--- src/rtl/fcc_pkg.sv ---
package fcc_pkg;

   typedef enum logic [1:0] {
      RD_ARRAY  = 2'b00,
      RD_ID     = 2'b01,
      RD_STATUS = 2'b10
   } rd_src_e;

   typedef enum logic [3:0] {
      C_NONE,
      C_READ_ARRAY,
      C_READ_ID,
      C_READ_STAT,
      C_CLR_STAT,
      C_PROG_SETUP,
      C_ERASE_SETUP,
      C_CONFIRM,
      C_SUSPEND
   } cmd_e;

   typedef enum logic [2:0] {
      S_IDLE,
      S_PSETUP,
      S_ESETUP,
      S_PRUN,
      S_ERUN,
      S_ESUSP
   } seq_e;

   localparam logic [7:0] OP_READ_ARRAY  = 8'hFF;
   localparam logic [7:0] OP_READ_ID     = 8'h90;
   localparam logic [7:0] OP_READ_STAT   = 8'h70;
   localparam logic [7:0] OP_CLR_STAT    = 8'h50;
   localparam logic [7:0] OP_PROG_A      = 8'h40;
   localparam logic [7:0] OP_PROG_B      = 8'h10;
   localparam logic [7:0] OP_ERASE_SETUP = 8'h20;
   localparam logic [7:0] OP_CONFIRM     = 8'hD0;
   localparam logic [7:0] OP_SUSPEND     = 8'hB0;

   localparam int unsigned ST_READY = 7;
   localparam int unsigned ST_SUSP  = 6;
   localparam int unsigned ST_EERR  = 5;
   localparam int unsigned ST_PERR  = 4;
   localparam int unsigned ST_VERR  = 3;

endpackage

--- src/rtl/fcc_decode.sv ---
module fcc_decode
   import fcc_pkg::*;
(
   input  logic [7:0] code,
   output cmd_e       cmd
);

   always_comb begin
      unique case (code)
         OP_READ_ARRAY:         cmd = C_READ_ARRAY;
         OP_READ_ID:            cmd = C_READ_ID;
         OP_READ_STAT:          cmd = C_READ_STAT;
         OP_CLR_STAT:           cmd = C_CLR_STAT;
         OP_PROG_A, OP_PROG_B:  cmd = C_PROG_SETUP;
         OP_ERASE_SETUP:        cmd = C_ERASE_SETUP;
         OP_CONFIRM:            cmd = C_CONFIRM;
         OP_SUSPEND:            cmd = C_SUSPEND;
         default:               cmd = C_NONE;
      endcase
   end

endmodule

--- src/rtl/fcc_status.sv ---
module fcc_status
   import fcc_pkg::*;
#(
   parameter int unsigned STICKY_LO = 3,
   parameter int unsigned STICKY_HI = 5
) (
   input  logic                           clk,
   input  logic                           rst_n,
   input  logic [STICKY_HI-STICKY_LO:0]   set_bits,
   input  logic                           clr,
   input  logic                           ready,
   input  logic                           suspended,
   output logic [7:0]                     stat
);

   localparam int unsigned NSTICKY = STICKY_HI - STICKY_LO + 1;

   initial begin
      assert (STICKY_HI < ST_SUSP && STICKY_LO <= STICKY_HI)
         else $error("fcc_status: sticky field must lie below the suspend bit");
   end

   logic [NSTICKY-1:0] sticky_q;

   for (genvar i = 0; i < NSTICKY; i++) begin : g_sticky
      always_ff @(posedge clk or negedge rst_n) begin
         if (!rst_n)           sticky_q[i] <= 1'b0;
         else if (set_bits[i]) sticky_q[i] <= 1'b1;
         else if (clr)         sticky_q[i] <= 1'b0;
      end
   end

   always_comb begin
      stat = '0;
      stat[ST_READY] = ready;
      stat[ST_SUSP]  = suspended;
      stat[STICKY_HI:STICKY_LO] = sticky_q;
   end

   // clear empties the sticky field on the next cycle
   assert_clear_empties_R10: assert property (@(posedge clk) disable iff (!rst_n)
      (clr && set_bits == '0) |=> (stat[STICKY_HI:STICKY_LO] == '0));

   // without clear, no sticky bit ever falls
   assert_sticky_hold_R10: assert property (@(posedge clk) disable iff (!rst_n)
      !clr |=> ((stat[STICKY_HI:STICKY_LO] & $past(stat[STICKY_HI:STICKY_LO]))
                == $past(stat[STICKY_HI:STICKY_LO])));

endmodule

--- src/rtl/fcc_seq.sv ---
module fcc_seq
   import fcc_pkg::*;
#(
   parameter int unsigned DATA_W = 16,
   parameter int unsigned ADDR_W = 18
) (
   input  logic              clk,
   input  logic              rst_n,
   input  logic              wr_en,
   input  cmd_e              cmd,
   input  logic [DATA_W-1:0] wr_data,
   input  logic [ADDR_W-1:0] wr_addr,
   input  logic              eng_done,
   input  logic              eng_fail,
   input  logic              eng_vfault,
   output seq_e              state,
   output rd_src_e           rd_src,
   output logic              prog_start,
   output logic [ADDR_W-1:0] prog_addr,
   output logic [DATA_W-1:0] prog_data,
   output logic              erase_start,
   output logic [ADDR_W-1:0] erase_addr,
   output logic              susp_req,
   output logic              resume_req,
   output logic              clr_stat,
   output logic              set_eerr,
   output logic              set_perr,
   output logic              set_verr,
   output logic              ready
);

   logic running;
   logic seq_err;

   assign running  = (state == S_PRUN) || (state == S_ERUN);
   assign ready    = !running;
   assign clr_stat = wr_en && (state == S_IDLE) && (cmd == C_CLR_STAT);
   assign seq_err  = wr_en && (state == S_ESETUP) && (cmd != C_CONFIRM);
   assign set_eerr = seq_err || ((state == S_ERUN) && eng_done && eng_fail);
   assign set_perr = seq_err || ((state == S_PRUN) && eng_done && eng_fail);
   assign set_verr = running && eng_done && eng_vfault;

   always_ff @(posedge clk or negedge rst_n) begin
      if (!rst_n) begin
         state       <= S_IDLE;
         rd_src      <= RD_ARRAY;
         prog_start  <= 1'b0;
         prog_addr   <= '0;
         prog_data   <= '0;
         erase_start <= 1'b0;
         erase_addr  <= '0;
         susp_req    <= 1'b0;
         resume_req  <= 1'b0;
      end else begin
         prog_start  <= 1'b0;
         erase_start <= 1'b0;
         susp_req    <= 1'b0;
         resume_req  <= 1'b0;
         case (state)
            S_IDLE: begin
               if (wr_en) begin
                  case (cmd)
                     C_READ_ARRAY:  rd_src <= RD_ARRAY;
                     C_READ_ID:     rd_src <= RD_ID;
                     C_READ_STAT:   rd_src <= RD_STATUS;
                     C_PROG_SETUP:  state  <= S_PSETUP;
                     C_ERASE_SETUP: state  <= S_ESETUP;
                     default:       ;
                  endcase
               end
            end
            S_PSETUP: begin
               if (wr_en) begin
                  prog_start <= 1'b1;
                  prog_addr  <= wr_addr;
                  prog_data  <= wr_data;
                  rd_src     <= RD_STATUS;
                  state      <= S_PRUN;
               end
            end
            S_ESETUP: begin
               if (wr_en) begin
                  rd_src <= RD_STATUS;
                  if (cmd == C_CONFIRM) begin
                     erase_start <= 1'b1;
                     erase_addr  <= wr_addr;
                     state       <= S_ERUN;
                  end else begin
                     state <= S_IDLE;
                  end
               end
            end
            S_PRUN: begin
               if (eng_done) state <= S_IDLE;
            end
            S_ERUN: begin
               if (eng_done) begin
                  state <= S_IDLE;
               end else if (wr_en && cmd == C_SUSPEND) begin
                  susp_req <= 1'b1;
                  rd_src   <= RD_STATUS;
                  state    <= S_ESUSP;
               end
            end
            S_ESUSP: begin
               if (wr_en) begin
                  case (cmd)
                     C_READ_ARRAY: rd_src <= RD_ARRAY;
                     C_READ_STAT:  rd_src <= RD_STATUS;
                     C_CONFIRM: begin
                        resume_req <= 1'b1;
                        rd_src     <= RD_STATUS;
                        state      <= S_ERUN;
                     end
                     default: ;
                  endcase
               end
            end
            default: state <= S_IDLE;
         endcase
      end
   end

   // an erase request follows only a confirm write
   assert_erase_after_confirm_R6: assert property (@(posedge clk) disable iff (!rst_n)
      erase_start |-> $past(wr_en && cmd == C_CONFIRM));

   // any started operation reads status and reports busy
   assert_start_reads_status_R5: assert property (@(posedge clk) disable iff (!rst_n)
      (prog_start || erase_start) |-> (rd_src == RD_STATUS && !ready));

   // engine-side requests never overlap
   assert_requests_exclusive_R9: assert property (@(posedge clk) disable iff (!rst_n)
      $onehot0({prog_start, erase_start, susp_req, resume_req}));

   // the suspended state is left only by a write
   assert_suspend_holds_R8: assert property (@(posedge clk) disable iff (!rst_n)
      (state == S_ESUSP && !wr_en) |=> (state == S_ESUSP));

   // a running program ignores writes until done
   assert_prog_run_holds_R12: assert property (@(posedge clk) disable iff (!rst_n)
      (state == S_PRUN && !eng_done) |=> (state == S_PRUN && $stable(rd_src)));

endmodule

--- src/rtl/flash_cmd_ctrl.sv ---
module flash_cmd_ctrl
   import fcc_pkg::*;
#(
   parameter int unsigned DATA_W    = 16,
   parameter int unsigned ADDR_W    = 18,
   parameter logic [7:0]  MFR_ID    = 8'hA5,
   parameter logic [7:0]  DEV_ID    = 8'h5A,
   parameter bit          RDATA_REG = 1'b0
) (
   input  logic              clk,
   input  logic              rst_n,
   input  logic              wr_en,
   input  logic [DATA_W-1:0] wr_data,
   input  logic [ADDR_W-1:0] wr_addr,
   input  logic              rd_a0,
   input  logic              eng_done,
   input  logic              eng_fail,
   input  logic              eng_vfault,
   output logic              prog_start,
   output logic [ADDR_W-1:0] prog_addr,
   output logic [DATA_W-1:0] prog_data,
   output logic              erase_start,
   output logic [ADDR_W-1:0] erase_addr,
   output logic              susp_req,
   output logic              resume_req,
   output logic [1:0]        rd_sel,
   output logic [7:0]        rd_data,
   output logic [7:0]        status
);

   localparam int unsigned NSTICKY = ST_EERR - ST_VERR + 1;

   initial begin
      assert (DATA_W >= 8) else $error("flash_cmd_ctrl: DATA_W must hold a command byte");
      assert (ADDR_W >= 1) else $error("flash_cmd_ctrl: ADDR_W must be positive");
   end

   cmd_e    cmd;
   seq_e    state;
   rd_src_e rd_src;
   logic    clr_stat, set_eerr, set_perr, set_verr, ready;
   logic [NSTICKY-1:0] set_bits;
   logic [7:0] rd_mux;

   fcc_decode u_decode (
      .code (wr_data[7:0]),
      .cmd  (cmd)
   );

   fcc_seq #(.DATA_W(DATA_W), .ADDR_W(ADDR_W)) u_seq (
      .clk         (clk),
      .rst_n       (rst_n),
      .wr_en       (wr_en),
      .cmd         (cmd),
      .wr_data     (wr_data),
      .wr_addr     (wr_addr),
      .eng_done    (eng_done),
      .eng_fail    (eng_fail),
      .eng_vfault  (eng_vfault),
      .state       (state),
      .rd_src      (rd_src),
      .prog_start  (prog_start),
      .prog_addr   (prog_addr),
      .prog_data   (prog_data),
      .erase_start (erase_start),
      .erase_addr  (erase_addr),
      .susp_req    (susp_req),
      .resume_req  (resume_req),
      .clr_stat    (clr_stat),
      .set_eerr    (set_eerr),
      .set_perr    (set_perr),
      .set_verr    (set_verr),
      .ready       (ready)
   );

   assign set_bits = {set_eerr, set_perr, set_verr};

   fcc_status #(.STICKY_LO(ST_VERR), .STICKY_HI(ST_EERR)) u_status (
      .clk       (clk),
      .rst_n     (rst_n),
      .set_bits  (set_bits),
      .clr       (clr_stat),
      .ready     (ready),
      .suspended (state == S_ESUSP),
      .stat      (status)
   );

   assign rd_sel = rd_src;

   always_comb begin
      case (rd_src)
         RD_ID:     rd_mux = rd_a0 ? DEV_ID : MFR_ID;
         RD_STATUS: rd_mux = status;
         default:   rd_mux = '0;
      endcase
   end

   if (RDATA_REG) begin : g_rdata_reg
      always_ff @(posedge clk or negedge rst_n) begin
         if (!rst_n) rd_data <= '0;
         else        rd_data <= rd_mux;
      end
   end else begin : g_rdata_comb
      assign rd_data = rd_mux;
   end

   // suspended implies ready at the status port
   assert_suspend_ready_R8: assert property (@(posedge clk) disable iff (!rst_n)
      status[ST_SUSP] |-> status[ST_READY]);

   // a sequence error leaves both error bits set on the next cycle
   assert_seq_err_bits_R7: assert property (@(posedge clk) disable iff (!rst_n)
      (set_eerr && set_perr) |=> (status[ST_EERR] && status[ST_PERR] && rd_sel == RD_STATUS));

endmodule

--- config.mk ---
export PLATFORM = sky130hd
export DESIGN_NAME = flash_cmd_ctrl
export DESIGN_NICKNAME = d
export VERILOG_FILES = /design/src/rtl/fcc_pkg.sv /design/src/rtl/fcc_decode.sv /design/src/rtl/fcc_status.sv /design/src/rtl/fcc_seq.sv /design/src/rtl/flash_cmd_ctrl.sv
export SDC_FILE = /design/constraint.sdc
export NUM_CORES = 1
export LEC_CHECK = 0
export CORE_MARGIN = 2
export CORE_UTILIZATION = 60
export DETAILED_ROUTE_END_ITERATION = 10
export DONT_BUFFER_PORTS = 1
export PLACE_DENSITY = 0.77
export SYNTH_ARGS = -nofsm -noshare
export SYNTH_HDL_FRONTEND = slang
export SYNTH_SLANG_ARGS = --single-unit
--- constraint.sdc ---
create_clock -name clk -period 2.3 [get_ports clk]
set_input_delay 0.46 -clock clk [delete_from_list [all_inputs] [get_ports clk]]
set_output_delay 0.46 -clock clk [all_outputs]
set_load 0.005 [all_outputs]
# Word level (Yosys, flattened, before mapping)
# Index checks and enable logic that the tools add are counted.
[word_totals]
ff_bits = 64
in_bits = 41
output_inout_bits = 74
elab_cells = 112
[classes]
eq_ne = 38
muxes = 35
reduce_logical = 27
[ops]
columns = ["operator", "n"]
rows = [
  ["$eq A8 B8 Y1 const B", 4],
  ["$pmux W4 S8", 1],
  ["$mux W3", 9],
  ["$eq A8 B7 Y1 const B", 3],
  ["$pmux W3 S6", 1],
  ["$eq A4 B3 Y1 const B", 4],
  ["$ne A2 B2 Y1 const B", 8],
  ["$pmux W8 S2", 1],
  ["$reduce_and A8 Y1", 2],
  ["$mux W1", 13],
  ["$logic_and A1 B1 Y1", 11],
  ["$mux W2", 5],
  ["$ne A3 B3 Y1 const B", 3],
  ["$eq A4 B2 Y1 const B", 2],
  ["$eq A8 B5 Y1 const B", 1],
  ["$eq A8 B6 Y1 const B", 1],
  ["$mux W8", 1],
  ["$pmux W2 S4", 1],
  ["$eq A3 B2 Y1 const B", 2],
  ["$eq A3 B3 Y1 const B", 2],
  ["$pmux W2 S3", 1],
  ["$pmux W3 S2", 1],
  ["$reduce_bool A2 Y1", 3],
  ["$reduce_or A2 Y1", 3],
  ["other kinds (15)", 17],
]

# Longest topological paths before layout
# Gate-level depths: netlist (run 1).
[depth]
word_depth = 8
mapped_depth = 7
depth_no_buf = 6

# Cells and area by module
# Synthesis (run 1) repeated with hierarchy kept, for this count alone.
[unflattened]
cells_unflattened = 250
area_unflattened_um2 = 3084.2
[modules_own_cells]
columns = ["module", "instances", "cells_each", "area_per_inst_um2", "seq_area_each_um2"]
rows = [
  ["fcc_seq", 1, 187, 2658.8, 1526.5],
  ["fcc_decode", 1, 24, 153.9, 0.0],
  ["fcc_status", 1, 13, 142.6, 75.1],
  ["flash_cmd_ctrl", 1, 26, 128.9, 0.0],
]

# Worst setup path after synthesis (run 1)
# No wires, ideal clock.
[synth_path]
kind = "input to register"
start = "input wr_data[1]"
end = "register u_seq.erase_addr[10]"
setup_ns = 0.125
t_arrival_ns = 1.799
required_ns = 2.175
setup_slack_ns = 0.376
stages = 5
n_path_buf = 1
path_cell_list = "nor4_4 > nand4_4 > nor2_4 > buf_4 > mux2_2"
[synth_between]
elab_chain_len = 5
elab_cells_between_ends = 13
classes_between = "eq/ne (10); mux (1); reduce/logical (2)"
[synth_rtl]
columns = ["item", "line", "text"]
rows = [
  ["start: declaration", "flash_cmd_ctrl.sv:13", "input logic [DATA_W-1:0] wr_data,"],
  ["$eq A8 B7 Y1 or $eq A8 B5 Y1 (tied branches)", "fcc_decode.sv:9", "unique case (code)"],
  ["$reduce_or A2 Y1", "fcc_decode.sv:9", ""],
  ["$pmux W4 S8 (*)", "fcc_decode.sv:9", ""],
  ["$eq A4 B3 Y1 (*)", "fcc_seq.sv:84", "if (cmd == C_CONFIRM) begin"],
  ["$reduce_and A3 Y1 (no source line) (*)", "--", ""],
  ["end signal: assignment", "fcc_seq.sv:86", "erase_addr <= wr_addr;"],
  ["end: declaration", "fcc_seq.sv:22", "output logic [ADDR_W-1:0] erase_addr,"],
]
# Mark *: on every way between the ends. The rest lies on a longest branch, timed or not.
# A chain may end at the register's enable or synchronous reset.

# Worst setup path in the final report (run 1)
[layout_path]
start = "register u_seq.rd_src[0]"
end = "output rd_data[4]"
[layout_between]
elab_chain_len = 2
elab_cells_between_ends = 3
classes_between = "eq/ne (2); mux (1)"
[layout_rtl]
columns = ["item", "line", "text"]
rows = [
  ["start: declaration", "fcc_seq.sv:17", "output rd_src_e rd_src,"],
  ["start signal: assignment", "fcc_seq.sv:46", "rd_src <= RD_ARRAY;"],
  ["start signal: assignment", "fcc_seq.sv:63", "C_READ_ARRAY: rd_src <= RD_ARRAY;"],
  ["start signal: assignment", "fcc_seq.sv:64", "C_READ_ID: rd_src <= RD_ID;"],
  ["$eq A2 B2 Y1 or $eq A2 B1 Y1 (tied branches)", "flash_cmd_ctrl.sv:91", "case (rd_src)"],
  ["$pmux W8 S2 (*)", "flash_cmd_ctrl.sv:91", ""],
  ["end: declaration", "flash_cmd_ctrl.sv:27", "output logic [7:0] rd_data,"],
]
# Marked as above.

==> run summary, run 1 <==
Reg clk slew, reported paths = 0.06 ns
Setup-failing EPs final = 0
Yosys cell types = 48
Register area = 1602 µm²
Core outline area = 4786 µm²
Crit Path Max Fanout = 5
DR iter-0 viols = 113
Total Routing Usage GR = 20.81%
Number of synthesized register bits = 64
Root buf cell = clkbuf_8
Crit path capture type = primary output
Final Hold Viols = 0
DP Area = 3048 µm²
Fraction of layout instances using a drive strength above 1 = 33.61%
Slowest cell delay on critical path = 0.39 ns
RSZ-0062 raised after global routing = false
Total congestion overflow = 0
Die width = 74.75 µm
Async set-reset flop share out of synthesis = 100.0%
Power Density = 1175 nW/µm²
Clock latency on the worst-skew pair = 0.34 ns
Post-route cell area = 3331 µm²
Delay-heaviest family, CP = flip-flops
Placement Setup Slack = 0.2584 ns
Pin count of the biggest net entering global routing = 65
Final Critical Period = 2.037 ns
Critical path, cell by cell = inv_1 > ha_1 > nor2b_1 > a21o_1
Fin util = 69.59%
Top_reg_cell synth = dfrtp_1
Mean Syn Cell Area = 12.83 µm²
Post-synthesis sequential area ratio = 53.33%
H-Tree Depth = 3
Antenna violations before repair = 0
Most frequent cells in the layout = dfrtp_1, mux2_2, nand2_1, clkbuf_8
Global-route wire length before repair = 8493 µm
Io pins = 115
Number of global-route vias before repair = 1842
ANT cells = 0
IO Port Bufs = 0
# nets final = 282
Fill cells = 369
Final setup margin = 0.2632 ns
Area of the multi-input gates = 1266 µm²
CP Class = reg -> out
Clock buffer depth = 2
Synthesized area = 3003 µm²
Outcome = completed
Die height = 74.75 µm
Synthesis warning total = 0
Crit start category = flop
Data arrival, critical path = 1.58 ns
Vias after detailed routing = 1823
Drt via density = 5.862
Most common cell after layout, fill and taps aside = dfrtp_1
CP Data Required Time = 1.84 ns
Num CTS Buffers = 9
CTS tree = done
P_leak = 1.512 nW
GP Congestion = 0.8505
VDD IR max = 0.0007911 V
Fin crit share = 88.56%
Total setup buffers inserted after CTS = 0
Die ar. = 5587 µm²
Min-Delay Path Class = in -> reg
Wirelength, routed = 5591 µm
FP Rows = 25
Routed Antenna Nets = 0
Fmax = 491.0 MHz
Post-synth EDFFs = 0
Clock skew = 0.01125 ns
P&R area growth vs syn = 10.92%
WL per Instance = 17.98 µm
Post-route setup TNS = 0 ns
Hpwl dp = 3773 µm
Synth Instances = 234
Max cap viols = 0
TritonCTS Sinks = 64
DRC Markers = 0
Worst path slowest cell = dfrtp_1
Initial Utilization = 62.75%
WP buf/inv = 1
Pins Over Slew Limit = 0
First-pass detailed-route iteration total = 4
-- per-layer routing --
layer | vias up | routed length (µm) | track usage (%)
li1 | 835 | - | -
met1 | 889 | 2230 | 25.51
met2 | 93 | 2686 | 31.86
met3 | 6 | 615 | 10.17
met4 | 0 | 59 | 8.333
met5 | - | 0 | 0
-- cells by family after synthesis --
group	after synthesis	synth area share [%]
DFF	64	53.33
adders and majority gates	2	0.8332
xor gates and xnor gates	2	0.5834
AOI/OAI and AO/OA	35	8.125
buffers and inverters	22	4.959
other	1	0.1249
and+or+nand+nor	52	11.21
muxes	56	20.83
-- stage by stage --
step	cells	power (mW)	hold slack, ns
6_report	311	3.913	0.2368
5_1_grt	311	4.139	0.2392
4_1_cts	311	3.961	0.2175
3_5_place_dp	293	2.753	0.1653
3_3_place_gp	293	2.713	0.1654
2_1_floorplan	236	2.557	0.1644
-- synthesized netlist by cell type (all sizes together), types with 2 or more instances --
cell     n  area (µm²)
nand2   10       37.54
inv      5       18.77
nor2b    5       31.28
nand4    4       40.04
nor3     3       20.02
a211oi   2       25.02
buf     13       95.09
clkbuf   4       35.04
xor2     2       17.52
nor2    11       56.30
dfrtp   64        1602
mux2    52       585.6
nand3    4       20.02
o21a     2       15.01
nor4     2       27.53
a21oi    6       30.03
nor3b    2       20.02
ha       2       25.02
and3     3       18.77
nand2b   2       12.51
mux2i    4       40.04
o21ai   10       50.04
a31oi    2       12.51
a21o     6       45.04
-- state kept, by name, summed over array words and instances, names as in the netlist, 2 cells and up --
| name | count |
|---|---|
| u_seq.erase_addr | 18 |
| u_seq.prog_addr | 18 |
| u_seq.prog_data | 16 |
| u_seq.state | 3 |
| u_status.stat | 3 |
| u_seq.rd_src | 2 |
-- final timing paths --
check / from / endpoint / slack, ns / depth (start not counted)
hold / removal: wr_en / u_seq.resume_req / 0.24 / 2
max in group asynchronous: rst_n / u_seq.resume_req / 1.38 / 2
min in group asynchronous: rst_n / u_seq.erase_addr[14] / 0.67 / 2
setup reg to reg: u_seq.state[1] / u_seq.state[1] / 0.57 / 7
hold reg to reg: u_seq.prog_data[13] / u_seq.prog_data[13] / 0.53 / 1
setup / recovery: u_seq.rd_src[0] / rd_data[4] / 0.26 / 4
-- where the power goes --
part           switching [mW]  leakage [nW]  internal (mW)
Clock                   0.419         0.124          0.750
Sequential              0.272         0.795           1.49
Combinational           0.439         0.593          0.542
-- repair_timing --
item,4_1_cts,5_1_grt
hold buffers,2,0
gates resized for setup,0,0
endpoints found under the hold margin,64,0
-- cell type report --
| class | instances | area share [%] |
|---|---|---|
| flip-flops and latches | 64 | 48.08 |
| multi-input cells | 150 | 38.02 |
| clock buffers | 11 | 4.245 |
| repair buffers | 9 | 3.456 |
| clock inverters | 5 | 3.118 |
| well taps | 67 | 2.517 |
| inverters | 5 | 0.5635 |
Power figures use the tool's default switching activity.
==> run 2, diff against run 1 <==
Settings changed: PLACE_DENSITY 0.77 to 0.81.
==> run summary, run 2 (same netlist as run 1, synthesis figures left out) <==
Slowest cell delay on critical path = 0.39 ns
Min-Delay Path Class = in -> reg
DR iter-0 viols = 63
Crit path capture type = primary output
Post-route setup TNS = 0 ns
P_leak = 1.481 nW
Power Density = 1110 nW/µm²
Num CTS Buffers = 9
Number of global-route vias before repair = 1845
First-pass detailed-route iteration total = 4
Drt via density = 5.939
Most frequent cells in the layout = dfrtp_1, mux2_2, clkbuf_8
Fmax = 473.3 MHz
H-Tree Depth = 3
P&R area growth vs syn = 8.167%
Hold_ws = 0.2241 ns
Critical path, cell by cell = inv_1 > ha_1 > nor2b_1 > a21o_1
Worst path slowest cell = dfrtp_1
Post-route cell area = 3248 µm²
FP Rows = 25
Final Critical Period = 2.113 ns
Fin util = 67.87%
Vias after detailed routing = 1853
Delay-heaviest family, CP = flip-flops
Core outline area = 4786 µm²
Root buf cell = clkbuf_8
Fin crit share = 91.86%
VDD IR max = 0.0006933 V
Io pins = 115
Clock latency on the worst-skew pair = 0.34 ns
Pin count of the biggest net entering global routing = 65
Wirelength, routed = 5884 µm
CP Class = reg -> out
Die ar. = 5587 µm²
Initial Utilization = 62.75%
Antenna violations before repair = 0
Routed Antenna Nets = 0
Setup-failing EPs final = 0
Total congestion overflow = 0
Overall power = 3.605 mW
Global-route wire length before repair = 8818 µm
WP buf/inv = 1
Pins Over Slew Limit = 0
CTS tree = done
Die height = 74.75 µm
Clock buffer depth = 2
TritonCTS Sinks = 64
Fraction of layout instances using a drive strength above 1 = 33.88%
Reg clk slew, reported paths = 0.07 ns
# nets final = 284
Max cap viols = 0
Most common cell after layout, fill and taps aside = dfrtp_1
Largest registers = u_seq.erase_addr (18), u_seq.prog_addr (18), u_seq.prog_data (16)
CP Data Required Time = 1.84 ns
GP Congestion = 0.8374
Fill cells = 338
Crit Path Max Fanout = 5
Crit start category = flop
RSZ-0062 raised after global routing = false
Hpwl dp = 4144 µm
DP Area = 3038 µm²
Die width = 74.75 µm
WL per Instance = 18.86 µm
Outcome = completed
IO Port Bufs = 0
Final Hold Viols = 0
Clock skew = 0.004517 ns
Data arrival, critical path = 1.65 ns
DRC Markers = 0
Total Routing Usage GR = 21.70%
ANT cells = 0
==> run 2: cell types whose count changed in the layout (fill, tap and decap cells not counted) <==
cell,previous run,this run
buf_4,5,9
clkinv_4,1,0
clkbuf_8,10,11
bufinv_16,3,0
buf_12,2,0
clkinv_2,1,2
clkinvlp_4,0,1
==> run 2: report_power, final <==
group          leakage, nW  switching (mW)  internal [mW]
Sequential           0.795           0.276           1.49
Clock               0.0882           0.410          0.440
Combinational        0.598           0.452          0.535
Total                 1.48            1.14           2.47
==> run 2: layout make-up <==
cell class              count  area, µm²  share of cell area, %
clock buffers              12      155.1                  4.777
inverters                   5      18.77                 0.5778
clock inverters             3      17.52                 0.5393
flip-flops and latches     64       1602                  49.31
well taps                  67      83.83                  2.581
repair buffers             11      105.1                  3.236
multi-input cells         150       1266                  38.98
==> run 2: per-stage QoR <==
| step | instances | setup WS [ns] |
|---|---|---|
| 2_1_floorplan | 236 | 0.3757 |
| 3_3_place_gp | 295 | 0.3312 |
| 3_5_place_dp | 295 | 0.2734 |
| 4_1_cts | 312 | 0.2260 |
| 5_1_grt | 312 | 0.07527 |
| 6_report | 312 | 0.1871 |
==> run 2: timing repair <==
item,4_1_cts,5_1_grt
hold endpoints to repair,64,0
hold buffers,2,0
buffers inserted,0,0
gates resized for setup,0,0
endpoints found under the setup margin,0,0
==> run 2: layer usage <==
metal / vias to the layer above / global-route usage (%) / part of all wire, %
met2: 98 / 32.35 / 47
met5: - / 0 / 0
met3: 11 / 10.84 / 11
met1: 905 / 26.64 / 40
met4: 0 / 9.921 / 1.6
li1: 839 / - / -
==> run 2: final timing paths <==
kind	startpoint	end	slack (ns)	depth (start not counted)
worst max register to register	u_seq.state[2]	u_seq.prog_addr[9]	0.56	4
min in group asynchronous	rst_n	u_status.stat[4]	0.65	2
worst min register to register	u_seq.erase_addr[13]	u_seq.erase_addr[13]	0.52	1
max in group asynchronous	rst_n	u_seq.prog_data[2]	1.39	2
worst min-delay path	wr_en	u_seq.resume_req	0.22	2
worst max-delay path	u_seq.rd_src[0]	rd_data[5]	0.19	4
==> run 2: worst register-to-register path: cells and delay by family, from the launching register on <==
family	cells	cell delay, ns
DFF	1	0.39
and+or+nand+nor	2	0.52
muxes	1	0.39
buffers and inverters	1	0.32
==> run 3, diff against run 2 <==
Settings changed: SLEW_MARGIN from default to 0.
==> results of run 3 <==
The final DEF is identical to that of run 2; final timing and power are the same.
